File: src/rtl/uart_rx_flags_pkg.sv
// Package: shared types for the serial receiver.
// Assumes nothing beyond standard enum support.
package uart_rx_flags_pkg;

    // Receive sequencer states
    typedef enum logic [2:0] {
        S_IDLE   = 3'd0,
        S_START  = 3'd1,
        S_DATA   = 3'd2,
        S_PAR    = 3'd3,
        S_STOP   = 3'd4,
        S_WAITHI = 3'd5
    } rx_state_t;

endpackage

File: src/rtl/uart_rx_sync.sv
// Module: two-flop synchronizer for the asynchronous receive line.
// Assumes the line idles high, so both stages reset to 1.
module uart_rx_sync (
    input  logic clk,
    input  logic rst_n,
    input  logic d_in,
    output logic d_out
);
    logic meta;

    // Move the raw line into the clock domain through two stages
    always_ff @(posedge clk) begin
        if (!rst_n) begin
            meta  <= 1'b1;
            d_out <= 1'b1;
        end else begin
            meta  <= d_in;
            d_out <= meta;
        end
    end
endmodule

File: src/rtl/uart_rx_frame.sv
// Module: frame sequencer. It hunts for a start bit, confirms it at mid-bit,
// shifts in eight data bits LSB first at bit centres, skips an optional
// parity slot and samples the stop bit. It pulses done for one cycle with
// the character and the stop value. After a low stop bit it waits for the
// line to go high. Assumes rx_s is already synchronized.
module uart_rx_frame #(
    parameter int OSR       = 16,
    parameter int DBITS     = 8,
    parameter bit PARITY_EN = 1'b0
) (
    input  logic             clk,
    input  logic             rst_n,
    input  logic             tick,
    input  logic             rx_s,
    output logic             done,
    output logic [DBITS-1:0] data,
    output logic             stop_ok
);
    import uart_rx_flags_pkg::*;

    localparam int CW = $clog2(OSR);
    localparam int BW = $clog2(DBITS);
    localparam logic [CW-1:0] LAST_T = CW'(OSR - 1);
    localparam logic [CW-1:0] HALF_T = CW'(OSR / 2 - 1);
    localparam logic [BW-1:0] LAST_B = BW'(DBITS - 1);

    rx_state_t        st;
    logic [CW-1:0]    cnt;
    logic [BW-1:0]    bitn;
    logic [DBITS-1:0] shreg;

    // Step the sequencer on each oversampling tick
    always_ff @(posedge clk) begin
        if (!rst_n) begin
            st      <= S_IDLE;
            cnt     <= '0;
            bitn    <= '0;
            shreg   <= '0;
            data    <= '0;
            stop_ok <= 1'b1;
            done    <= 1'b0;
        end else begin
            done <= 1'b0;
            if (tick) begin
                case (st)
                    S_IDLE: begin
                        if (!rx_s) begin
                            st  <= S_START;
                            cnt <= '0;
                        end
                    end
                    S_START: begin
                        if (cnt == HALF_T) begin
                            cnt  <= '0;
                            bitn <= '0;
                            st   <= rx_s ? S_IDLE : S_DATA;
                        end else begin
                            cnt <= cnt + 1'b1;
                        end
                    end
                    S_DATA: begin
                        if (cnt == LAST_T) begin
                            cnt   <= '0;
                            shreg <= {rx_s, shreg[DBITS-1:1]};
                            if (bitn == LAST_B) begin
                                st <= PARITY_EN ? S_PAR : S_STOP;
                            end else begin
                                bitn <= bitn + 1'b1;
                            end
                        end else begin
                            cnt <= cnt + 1'b1;
                        end
                    end
                    S_PAR: begin
                        if (cnt == LAST_T) begin
                            cnt <= '0;
                            st  <= S_STOP;
                        end else begin
                            cnt <= cnt + 1'b1;
                        end
                    end
                    S_STOP: begin
                        if (cnt == LAST_T) begin
                            cnt     <= '0;
                            done    <= 1'b1;
                            data    <= shreg;
                            stop_ok <= rx_s;
                            st      <= rx_s ? S_IDLE : S_WAITHI;
                        end else begin
                            cnt <= cnt + 1'b1;
                        end
                    end
                    S_WAITHI: begin
                        if (rx_s) st <= S_IDLE;
                    end
                    default: st <= S_IDLE;
                endcase
            end
        end
    end


    // glitch_reject_chk: a start that is high at mid-bit returns to idle
    glitch_reject_chk: assert property (@(posedge clk) disable iff (!rst_n)
        (st == S_START && tick && cnt == HALF_T && rx_s) |=> (st == S_IDLE));


    // done_from_stop_chk: a character completes only out of the stop slot
    done_from_stop_chk: assert property (@(posedge clk) disable iff (!rst_n)
        done |-> ($past(st) == S_STOP));


    // wait_high_chk: the receiver holds while the line stays low after a bad stop
    wait_high_chk: assert property (@(posedge clk) disable iff (!rst_n)
        (st == S_WAITHI && !rx_s) |=> (st == S_WAITHI));
endmodule

File: src/rtl/uart_rx_brk.sv
// Module: break detector. It counts consecutive low ticks on the line,
// saturating at the threshold. It reports a one-cycle hit when the
// threshold is reached and a level while the count sits there.
// Assumes rx_s is synchronized and the tick is one cycle wide.
module uart_rx_brk #(
    parameter int BRK_TICKS = 168
) (
    input  logic clk,
    input  logic rst_n,
    input  logic tick,
    input  logic rx_s,
    output logic hit,
    output logic long_low
);
    localparam int BW = $clog2(BRK_TICKS + 1);
    localparam logic [BW-1:0] LIM  = BW'(BRK_TICKS);
    localparam logic [BW-1:0] LIM1 = BW'(BRK_TICKS - 1);

    logic [BW-1:0] lcnt;

    // Count low ticks, restart on any high tick
    always_ff @(posedge clk) begin
        if (!rst_n) begin
            lcnt <= '0;
            hit  <= 1'b0;
        end else begin
            hit <= 1'b0;
            if (tick) begin
                if (rx_s) begin
                    lcnt <= '0;
                end else if (lcnt != LIM) begin
                    lcnt <= lcnt + 1'b1;
                    hit  <= (lcnt == LIM1);
                end
            end
        end
    end

    assign long_low = (lcnt == LIM);


    // brk_hit_chk: the hit pulse coincides with reaching the threshold
    brk_hit_chk: assert property (@(posedge clk) disable iff (!rst_n)
        hit |-> long_low);


    // brk_restart_chk: a high tick clears the accumulated low time
    brk_restart_chk: assert property (@(posedge clk) disable iff (!rst_n)
        (tick && rx_s) |=> !long_low);
endmodule

File: src/rtl/uart_rx_stat.sv
// Module: receive buffer and flags. It loads the character on done,
// keeps the ready, sticky overwrite, framing and break flags.
// Assumes done is a one-cycle pulse; a set on done wins over a clear.
module uart_rx_stat #(
    parameter int DBITS = 8
) (
    input  logic             clk,
    input  logic             rst_n,
    input  logic             done,
    input  logic [DBITS-1:0] data,
    input  logic             stop_ok,
    input  logic             brk_hit,
    input  logic             long_low,
    input  logic             rdy_clr,
    input  logic             ovr_wclr,
    output logic [DBITS-1:0] buf_q,
    output logic             rdy,
    output logic             ovr,
    output logic             frm,
    output logic             brk
);
    // Load the buffer and maintain the ready flag
    always_ff @(posedge clk) begin
        if (!rst_n) begin
            buf_q <= '0;
            rdy   <= 1'b0;
        end else if (done) begin
            buf_q <= data;
            rdy   <= 1'b1;
        end else if (rdy_clr) begin
            rdy <= 1'b0;
        end
    end

    // Sticky overwrite flag, cleared only by the write-zero strobe
    always_ff @(posedge clk) begin
        if (!rst_n)            ovr <= 1'b0;
        else if (done && rdy)  ovr <= 1'b1;
        else if (ovr_wclr)     ovr <= 1'b0;
    end

    // Framing flag refreshed at each character
    always_ff @(posedge clk) begin
        if (!rst_n)    frm <= 1'b0;
        else if (done) frm <= !stop_ok;
    end

    // Break flag: re-evaluated per character, set when the threshold is hit
    always_ff @(posedge clk) begin
        if (!rst_n)       brk <= 1'b0;
        else if (done)    brk <= long_low;
        else if (brk_hit) brk <= 1'b1;
    end


    // rdy_rise_chk: ready rises only when a character is loaded
    rdy_rise_chk: assert property (@(posedge clk) disable iff (!rst_n)
        $rose(rdy) |-> $past(done));


    // rdy_clear_chk: the clear strobe drops ready when nothing completes
    rdy_clear_chk: assert property (@(posedge clk) disable iff (!rst_n)
        (rdy_clr && !done) |=> !rdy);


    // ovr_set_chk: completion over an unread character sets overwrite
    ovr_set_chk: assert property (@(posedge clk) disable iff (!rst_n)
        (done && rdy) |=> ovr);


    // ovr_sticky_chk: overwrite holds until the write-zero strobe
    ovr_sticky_chk: assert property (@(posedge clk) disable iff (!rst_n)
        (ovr && !ovr_wclr) |=> ovr);


    // frm_hold_chk: framing flag is steady between characters
    frm_hold_chk: assert property (@(posedge clk) disable iff (!rst_n)
        !done |=> $stable(frm));
endmodule

File: src/rtl/uart_rx_flags.sv
// Module: top of the serial receiver with overwrite, framing and break flags.
// Assumes tick16 is a one-cycle pulse at 16 times the bit rate and rx_in
// idles high. Strobes are one-cycle pulses.
module uart_rx_flags #(
    parameter int  DBITS     = 8,
    parameter int  OSR       = 16,
    parameter bit  PARITY_EN = 1'b0,
    parameter int  BRK_TICKS = 168
) (
    input  logic             clk,
    input  logic             rst_n,
    input  logic             tick16,
    input  logic             rx_in,
    input  logic             rdy_clr,
    input  logic             ovr_wclr,
    output logic [DBITS-1:0] rx_data,
    output logic             rx_rdy,
    output logic             ovr_flag,
    output logic             frm_flag,
    output logic             brk_flag
);
    logic             rx_s;
    logic             done;
    logic [DBITS-1:0] fr_data;
    logic             stop_ok;
    logic             brk_hit;
    logic             long_low;

    uart_rx_sync u_sync (
        .clk   (clk),
        .rst_n (rst_n),
        .d_in  (rx_in),
        .d_out (rx_s)
    );

    uart_rx_frame #(
        .OSR       (OSR),
        .DBITS     (DBITS),
        .PARITY_EN (PARITY_EN)
    ) u_frame (
        .clk     (clk),
        .rst_n   (rst_n),
        .tick    (tick16),
        .rx_s    (rx_s),
        .done    (done),
        .data    (fr_data),
        .stop_ok (stop_ok)
    );

    uart_rx_brk #(
        .BRK_TICKS (BRK_TICKS)
    ) u_brk (
        .clk      (clk),
        .rst_n    (rst_n),
        .tick     (tick16),
        .rx_s     (rx_s),
        .hit      (brk_hit),
        .long_low (long_low)
    );

    uart_rx_stat #(
        .DBITS (DBITS)
    ) u_stat (
        .clk      (clk),
        .rst_n    (rst_n),
        .done     (done),
        .data     (fr_data),
        .stop_ok  (stop_ok),
        .brk_hit  (brk_hit),
        .long_low (long_low),
        .rdy_clr  (rdy_clr),
        .ovr_wclr (ovr_wclr),
        .buf_q    (rx_data),
        .rdy      (rx_rdy),
        .ovr      (ovr_flag),
        .frm      (frm_flag),
        .brk      (brk_flag)
    );
endmodule

File: config.mk
export PLATFORM = sky130hd
export DESIGN_NAME = uart_rx_flags
export DESIGN_NICKNAME = d
export VERILOG_FILES = /design/src/rtl/uart_rx_flags_pkg.sv /design/src/rtl/uart_rx_sync.sv /design/src/rtl/uart_rx_frame.sv /design/src/rtl/uart_rx_brk.sv /design/src/rtl/uart_rx_stat.sv /design/src/rtl/uart_rx_flags.sv
export SDC_FILE = /design/constraint.sdc
export NUM_CORES = 1
export LEC_CHECK = 0
export BUFFER_PORTS_ARGS = -buffer_cell sky130_fd_sc_hd__buf_4
export CAP_MARGIN = 30
export CORE_MARGIN = 1
export CORE_UTILIZATION = 30
export CTS_CLUSTER_SIZE = 16
export DETAILED_ROUTE_END_ITERATION = 10
export PLACE_DENSITY = 0.57
export SETUP_SLACK_MARGIN = 0.05
export SYNTH_ARGS = -nofsm -noshare
export SYNTH_HDL_FRONTEND = slang
export SYNTH_SLANG_ARGS = --single-unit
File: constraint.sdc
create_clock -name clk -period 1.81 [get_ports clk]
set_input_delay 0.2715 -clock clk [delete_from_list [all_inputs] [get_ports clk]]
set_output_delay 0.2715 -clock clk [all_outputs]
set_load 0.01 [all_outputs]
==> run_results.csv, run 1 <==
group,metric,value,unit
clock_tree,cts.path.max_buffers,2,
global_route,grt_pass1_vias,1611,
floorplanning,die_x,87.73,um
timing,worst_slack,82.62,ps
critical_path,critPathMostFrequentCell,"ha_4",
cells_and_area,seq_area,1027,um^2
synthesis,yosys-top-cells-area,"dfxtp_1 (46%), mux2i_1 (12%), nor2_1 (6.1%)",
floorplanning,ios,18,
global_route,grt_pass1_wl,7.224,mm
drt,drcViolationCount,0,
timing,hold_viol,0,
cells_and_area,final_cell_mix,"dfxtp_1 (46), nor2_1 (36), buf_4 (28)",
floorplanning,core,6944,um^2
cells_and_area,syn_to_final_growth,19.01,%
global_route,overflow,0,
synthesis,yosysTopAreaCell,"dfxtp_1",
drt,antenna_left,0,
critical_path,slowest_delay,430,ps
timing,slew_viol_final,0,
synthesis,synth_compound_area_share,8.683,%
hold_path,hold_start,"rx_in",
floorplanning,die_h,87.73,um
hold_path,min_path_type,"in -> reg",
timing,final.period_utilization,95.44,%
cells_and_area,n_antenna_cell,0,
critical_path,crit_start,"u_frame.bitn[1]$_SDFFE_PN0P_",
cells_and_area,multi_input_area,1136,um^2
timing,fmax,578.9,MHz
hold_path,worstHoldPathCells,2,
clock_tree,cts.sinks,51,
placement,hpwl,2.740,mm
drt,wirelength,4.209,mm
global_route,grt.total_usage,11.59,%
power_and_ir_drop,vdd_drop_max,317.5,uV
synthesis,synth_top_family_by_area,"simple AND/OR/NAND/NOR gates",
placement,gp_congestion,0.6985,
synthesis,synth_edf_count,0,
synthesis,synth_flop_cell,"dfxtp_1",
synthesis,yosysTopAreaCellShare,46.31,%
synthesis,synth_xor_area_share,1.986,%
drt,vias,1683,
synthesis,synthAdderAreaFrac,2.838,%
cells_and_area,final_net_count,271,
clock_tree,cts_buffers,5,
floorplanning,dieArea,7696,um^2
placement,placed_cell_area,2437,um^2
timing,fin_worst_skew,8.945,ps
critical_path,slowest_stage,"or3_1",
global_route,grt_use_met2,20.01,%
synthesis,synthMuxAreaShare,12.26,%
critical_path,arrival,1960,ps
timing,setup_viol,0,
run,maxCapViolCount,0,
clock_tree,cts_tree,"built",
drt,routed_via_density,4.714,
synthesis,yosysSeqAreaShare,46.31,%
synthesis,ys_seq_elements,51,
clock_tree,clock_latency,300,ps
global_route,grt_max_degree,29,
critical_path,r2r-end,"u_frame.bitn[0]$_SDFFE_PN0P_",
critical_path,crit_fanout,6,
power_and_ir_drop,leakage,0.9498,nW
timing,rsz0062_at_grt,"true",
cells_and_area,drive_gt1_share,20.69,%
floorplanning,num_rows,30,
clock_tree,htreeDepth,2,
outcome,outcome,"complete, no violations",
drt,first_iter_violations,107,
synthesis,avgSynthCellArea,9.224,um^2
synthesis,synth_warnings,0,
synthesis,synth_nets,250,
critical_path,reg2reg_depth,6,
timing,slew_headroom,54.11,%
critical_path,crit_required,2040,ps
hold_path,hold_path_end,"u_sync.meta$_SDFF_PN1_",
synthesis,synthSimpleGateAreaFrac,23.21,%
placement,dpl_worst_slack,10.39,ps
floorplanning,initial_utilization,31.75,%
cells_and_area,final_area,2624,um^2
critical_path,r2r_slack,80,ps
critical_path,critical_path_class,"reg -> reg",
synthesis,syn_area,2205,um^2
clock_tree,hold_buffers,0,
cells_and_area,layout_commonest_cell,"dfxtp_1",
synthesis,synthDistinctLibCells,44,
clock_tree,clk_pin_slew,100,ps
cells_and_area,fillers,722,
placement,portBuffers,17,
synthesis,async_flop_share,0,%
critical_path,r2r-start,"u_frame.bitn[1]$_SDFFE_PN0P_",
clock_tree,cts_root_buffer,"clkbuf_8",
drt,drt-wirelength-per-cell,11.79,um
timing,worst_slew_pin_slew,687.4,ps
critical_path,end_kind,"register",
drt,first_pass_iters,4,
timing,min_period,1727,ps
global_route,antenna_found_initial,0,
critical_path,crit_chain,"ha_4, ha_4, nor4bb_4, o211ai_1, or3_1, a21oi_2",
power_and_ir_drop,power_per_cell_area,722.4,nW/um^2
global_route,grt_use_met1,14.65,%
global_route,top_usage_layer,"met2",
synthesis,synthCells,239,
critical_path,cp-start-kind,"register",
global_route,use_met3,2.922,%
state kept, by name (all words and copies together), names as in the netlist:
signal / cells
u_frame.st: 3
u_stat.rdy: 1
u_sync.meta: 1
u_stat.ovr: 1
u_stat.frm: 1
u_frame.bitn: 3
u_brk.hit: 1
u_frame.done: 1
u_frame.shreg: 8
u_stat.buf_q: 8
u_frame.cnt: 4
u_stat.brk: 1
u_sync.d_out: 1
u_frame.stop_ok: 1
u_frame.data: 8
u_brk.lcnt: 8
cells in the mapped netlist, drive strengths merged (2+ instances only):
cell type,n
nor4,2
ha,5
nand4,5
a31oi,2
a21oi,13
dfxtp,51
clkbuf,9
nand2,21
mux2i,27
nor2,37
o211ai,3
or3,9
nand2b,5
nand3,4
o21ai,3
buf,5
or4b,2
or4,2
inv,10
xor2,4
and3,3
nor3b,2
worst max-delay path, delay by kind of cell, from the launching register on:
kind / cells / cell delay [ps]
compound gates: 2 / 320
fa+ha+maj: 2 / 320
flops: 1 / 350
simple gates: 2 / 670
area by class of cell:
type                    count  share of cell area, %
inverters                  10                  1.431
multi-input cells         164                  43.30
clock buffers               5                  2.623
repair buffers             28                  8.011
well taps                  96                  4.578
clock inverters             3                 0.9061
flip-flops and latches     51                  39.15
layer usage:
layer / vias to the layer above / part of all wire (%)
li1: 869 / -
met1: 794 / 50
met2: 15 / 47
met3: 5 / 2.6
met4: 0 / 0.59
met5: - / 0
metrics by stage:
stage | hold slack (ps) | power (mW) | setup TNS, ps | utilization, % | std cells
4_1_cts | 152.4 | 1.921 | 0 | 36.85 | 355
3_3_place_gp | 394.0 | 1.241 | 0 | 35.10 | 344
2_1_floorplan | 344.5 | 1.218 | 0 | - | 239
6_report | 160.0 | 1.896 | 0 | 37.78 | 357
3_5_place_dp | 397.5 | 1.243 | 0 | 35.10 | 344
5_1_grt | 154.0 | 1.980 | -92.47 | 37.78 | 357
cells by family (layout without fill, tap and decap cells):
family / Yosys count / count (layout)
AOI/OAI and AO/OA: 29 / 29
xor gates and xnor gates: 5 / 5
muxes: 27 / 27
buffers and inverters: 24 / 46
and+or+nand+nor: 98 / 98
DFF: 51 / 51
adders and majority gates: 5 / 5
timing repair:
action | in CTS | in global routing
resized for setup | 3 | 11
buffers inserted | 3 | 2
endpoints found under the setup margin | 3 | 15
gates cloned | 0 | 0
pin swaps | 5 | 8
how the worst max path moves through the flow:
stage	to	slack, ps	cells past startpoint
2_1_floorplan	u_frame.bitn[0]$_SDFFE_PN0P_	180	6
3_3_place_gp	u_frame.bitn[0]$_SDFFE_PN0P_	110	6
3_5_place_dp	u_frame.bitn[0]$_SDFFE_PN0P_	10	6
4_1_cts	u_frame.bitn[2]$_SDFFE_PN0P_	50	6
5_1_grt	u_frame.bitn[0]$_SDFFE_PN0P_	-60	6
6_report	u_frame.bitn[0]$_SDFFE_PN0P_	80	6
power by group:
group,switching (mW),internal (mW)
sequential,0.00894,1.13
clock,0.398,0.280
combinational,0.0486,0.0331
Note: power is estimated with default switching activity, not from simulation.
==> run 2, diff against run 1 <==
--- a/config.mk
+++ b/config.mk
@@ -17,2 +17,3 @@
 export SYNTH_HDL_FRONTEND = slang
 export SYNTH_SLANG_ARGS = --single-unit
+export TNS_END_PERCENT = 30
==> constraint.sdc (replaced) <==
create_clock -name clk -period 1.81 [get_ports clk]
set_input_delay 0 -clock clk [delete_from_list [all_inputs] [get_ports clk]]
set_output_delay 0 -clock clk [all_outputs]
set_load 0.01 [all_outputs]
==> run_results.csv, run 2 (synthesized netlist as in run 1, its figures left out) <==
group,metric,value,unit
clock_tree,clk_pin_slew,100,ps
timing,final.period_utilization,94.49,%
power_and_ir_drop,p_seq_share,55.6,%
power_and_ir_drop,power_per_cell_area,750.7,nW/um^2
drt,met1_length,2.232,mm
drt,first_iter_violations,76,
power_and_ir_drop,finalPower,2.038,mW
critical_path,slowest_delay,400,ps
hold_path,min_path_type,"in -> reg",
cells_and_area,final_cell_mix,"dfxtp_1 (44), nor2_1 (36), mux2i_1 (27), buf_4 (27), nand2_1 (21)",
power_and_ir_drop,p_int,1.583,mW
drt,drcViolationCount,0,
drt,wirelength,4.298,mm
global_route,overflow,0,
critical_path,arrival,1950,ps
cells_and_area,seq_area,1035,um^2
floorplanning,die_h,87.73,um
floorplanning,core,6944,um^2
clock_tree,cts_tree,"built",
drt,dr.max_layer_used,"met4",
clock_tree,htreeDepth,2,
power_and_ir_drop,vdd_drop_max,411.3,uV
cells_and_area,final_net_count,276,
power_and_ir_drop,p_clk_share,39.9,%
timing,slew_headroom,53.60,%
global_route,grt_pass1_wl,7.383,mm
clock_tree,cts.sinks,51,
cells_and_area,layout_commonest_cell,"dfxtp_1",
critical_path,critical_path_class,"reg -> reg",
cells_and_area,drive_gt1_share,19.92,%
timing,hold_slack,70.55,ps
cells_and_area,n_antenna_cell,0,
critical_path,end_kind,"register",
critical_path,slowest_stage,"or3_1",
timing,hold_viol,0,
floorplanning,ios,18,
critical_path,critPathBufInv,0,
critical_path,cp-start-kind,"register",
floorplanning,dieArea,7696,um^2
drt,routed_via_density,4.594,
clock_tree,cts_buffers,5,
clock_tree,cts.path.max_buffers,2,
critical_path,crit_chain,"ha_4, ha_4, nor4bb_4, o211ai_1, or3_1, a21oi_1",
power_and_ir_drop,p_comb_share,4.4,%
cells_and_area,multi_input_area,1147,um^2
clock_tree,clock_latency,310,ps
cells_and_area,fillers,713,
drt,vias,1663,
timing,min_period,1710,ps
power_and_ir_drop,p_sw,0.4549,mW
power_and_ir_drop,leakage,0.9813,nW
timing,fmax,584.7,MHz
placement,hpwl,2.695,mm
drt,drt-wirelength-per-cell,11.87,um
placement,portBuffers,17,
outcome,outcome,"complete, no violations",
global_route,grt_pass1_vias,1553,
critical_path,crit_required,2050,ps
timing,worst_slew_pin_slew,695.1,ps
critical_path,critPathMostFrequentCell,"ha_4",
critical_path,critPathTopFamily,"simple AND/OR/NAND/NOR gates",
run,maxCapViolCount,0,
power_and_ir_drop,swShare,22.32,%
timing,rsz0062_at_grt,"true",
clock_tree,cts_root_buffer,"clkbuf_8",
floorplanning,initial_utilization,31.75,%
timing,setup_viol,0,
global_route,grt_max_degree,27,
global_route,antenna_found_initial,0,
critical_path,crit_fanout,5,
drt,wl_met2,1.902,mm
drt,routed-wl-met3,92,um
timing,setup_tns,0,ps
timing,fin_worst_skew,10.54,ps
drt,antenna_left,0,
drt,first_pass_iters,4,
global_route,grt.total_usage,12.14,%
floorplanning,die_x,87.73,um
timing,slew_viol_final,0,
floorplanning,num_rows,30,
placement,gp_congestion,0.7219,
cells_and_area,syn_to_final_growth,23.16,%
==> run 2: tightest hold or removal path: cells and delay by family <==
family / cells / cell delay (ps)
buffers and inverters: 1 / 170
and+or+nand+nor: 1 / 100
AOI/OAI and AO/OA: 1 / 60
==> run 2: power by group through the flow <==
stage               Clock [mW]  Sequential [mW]  Combinational (mW)
CTS                      0.833             1.13              0.0903
global placement             0             1.16              0.0807
detailed placement           0             1.16              0.0812
floorplan                    0             1.16              0.0615
finish                   0.814             1.13              0.0905
global route             0.879             1.14               0.102
==> run 2: repair_timing <==
| action | CTS | global route |
|---|---|---|
| resized for setup | 1 | 22 |
| cloned | 0 | 1 |
| hold buffers | 5 | 0 |
| buffers inserted | 1 | 4 |
| hold endpoints to repair | 5 | 0 |
| setup endpoints to repair | 4 | 16 |
| pin swaps | 1 | 7 |
==> run 2: final cells by class <==
cell class | instances | share of cell area (%)
clock buffer | 6 | 2.673
multi-input combinational | 164 | 42.26
tap | 96 | 4.424
sequential | 51 | 38.11
clock inverter | 2 | 1.429
timing repair buffer | 33 | 9.724
inverter | 10 | 1.382
==> run 2: metal layers <==
metal | vias up | track usage, %
met1 | 768 | 16.72
met5 | - | 0
met4 | 0 | 4.918
met2 | 13 | 18.25
met3 | 6 | 2.828
li1 | 876 | -
==> run 2: final timing paths <==
kind / endpoint / cells after the start / slack (ps) / from
setup reg to reg: u_frame.bitn[2]$_SDFFE_PN0P_ / 6 / 100 / u_frame.bitn[1]$_SDFFE_PN0P_
setup / recovery: u_frame.bitn[2]$_SDFFE_PN0P_ / 6 / 100 / u_frame.bitn[1]$_SDFFE_PN0P_
hold / removal: u_brk.lcnt[1]$_SDFFE_PN0P_ / 3 / 70 / tick16
hold reg to reg: u_sync.d_out$_SDFF_PN1_ / 1 / 410 / u_sync.meta$_SDFF_PN1_
==> run 2: stage by stage <==
step	cells	area (um^2)	setup WS, ps	utilization (%)
after floorplan	239	2205	176.8	-
after global placement	343	2430	95.32	34.99
after detailed placement	343	2430	36.58	34.99
after CTS	357	2600	32.59	37.44
after global routing	362	2715	11.05	39.10
final	362	2715	99.73	39.10
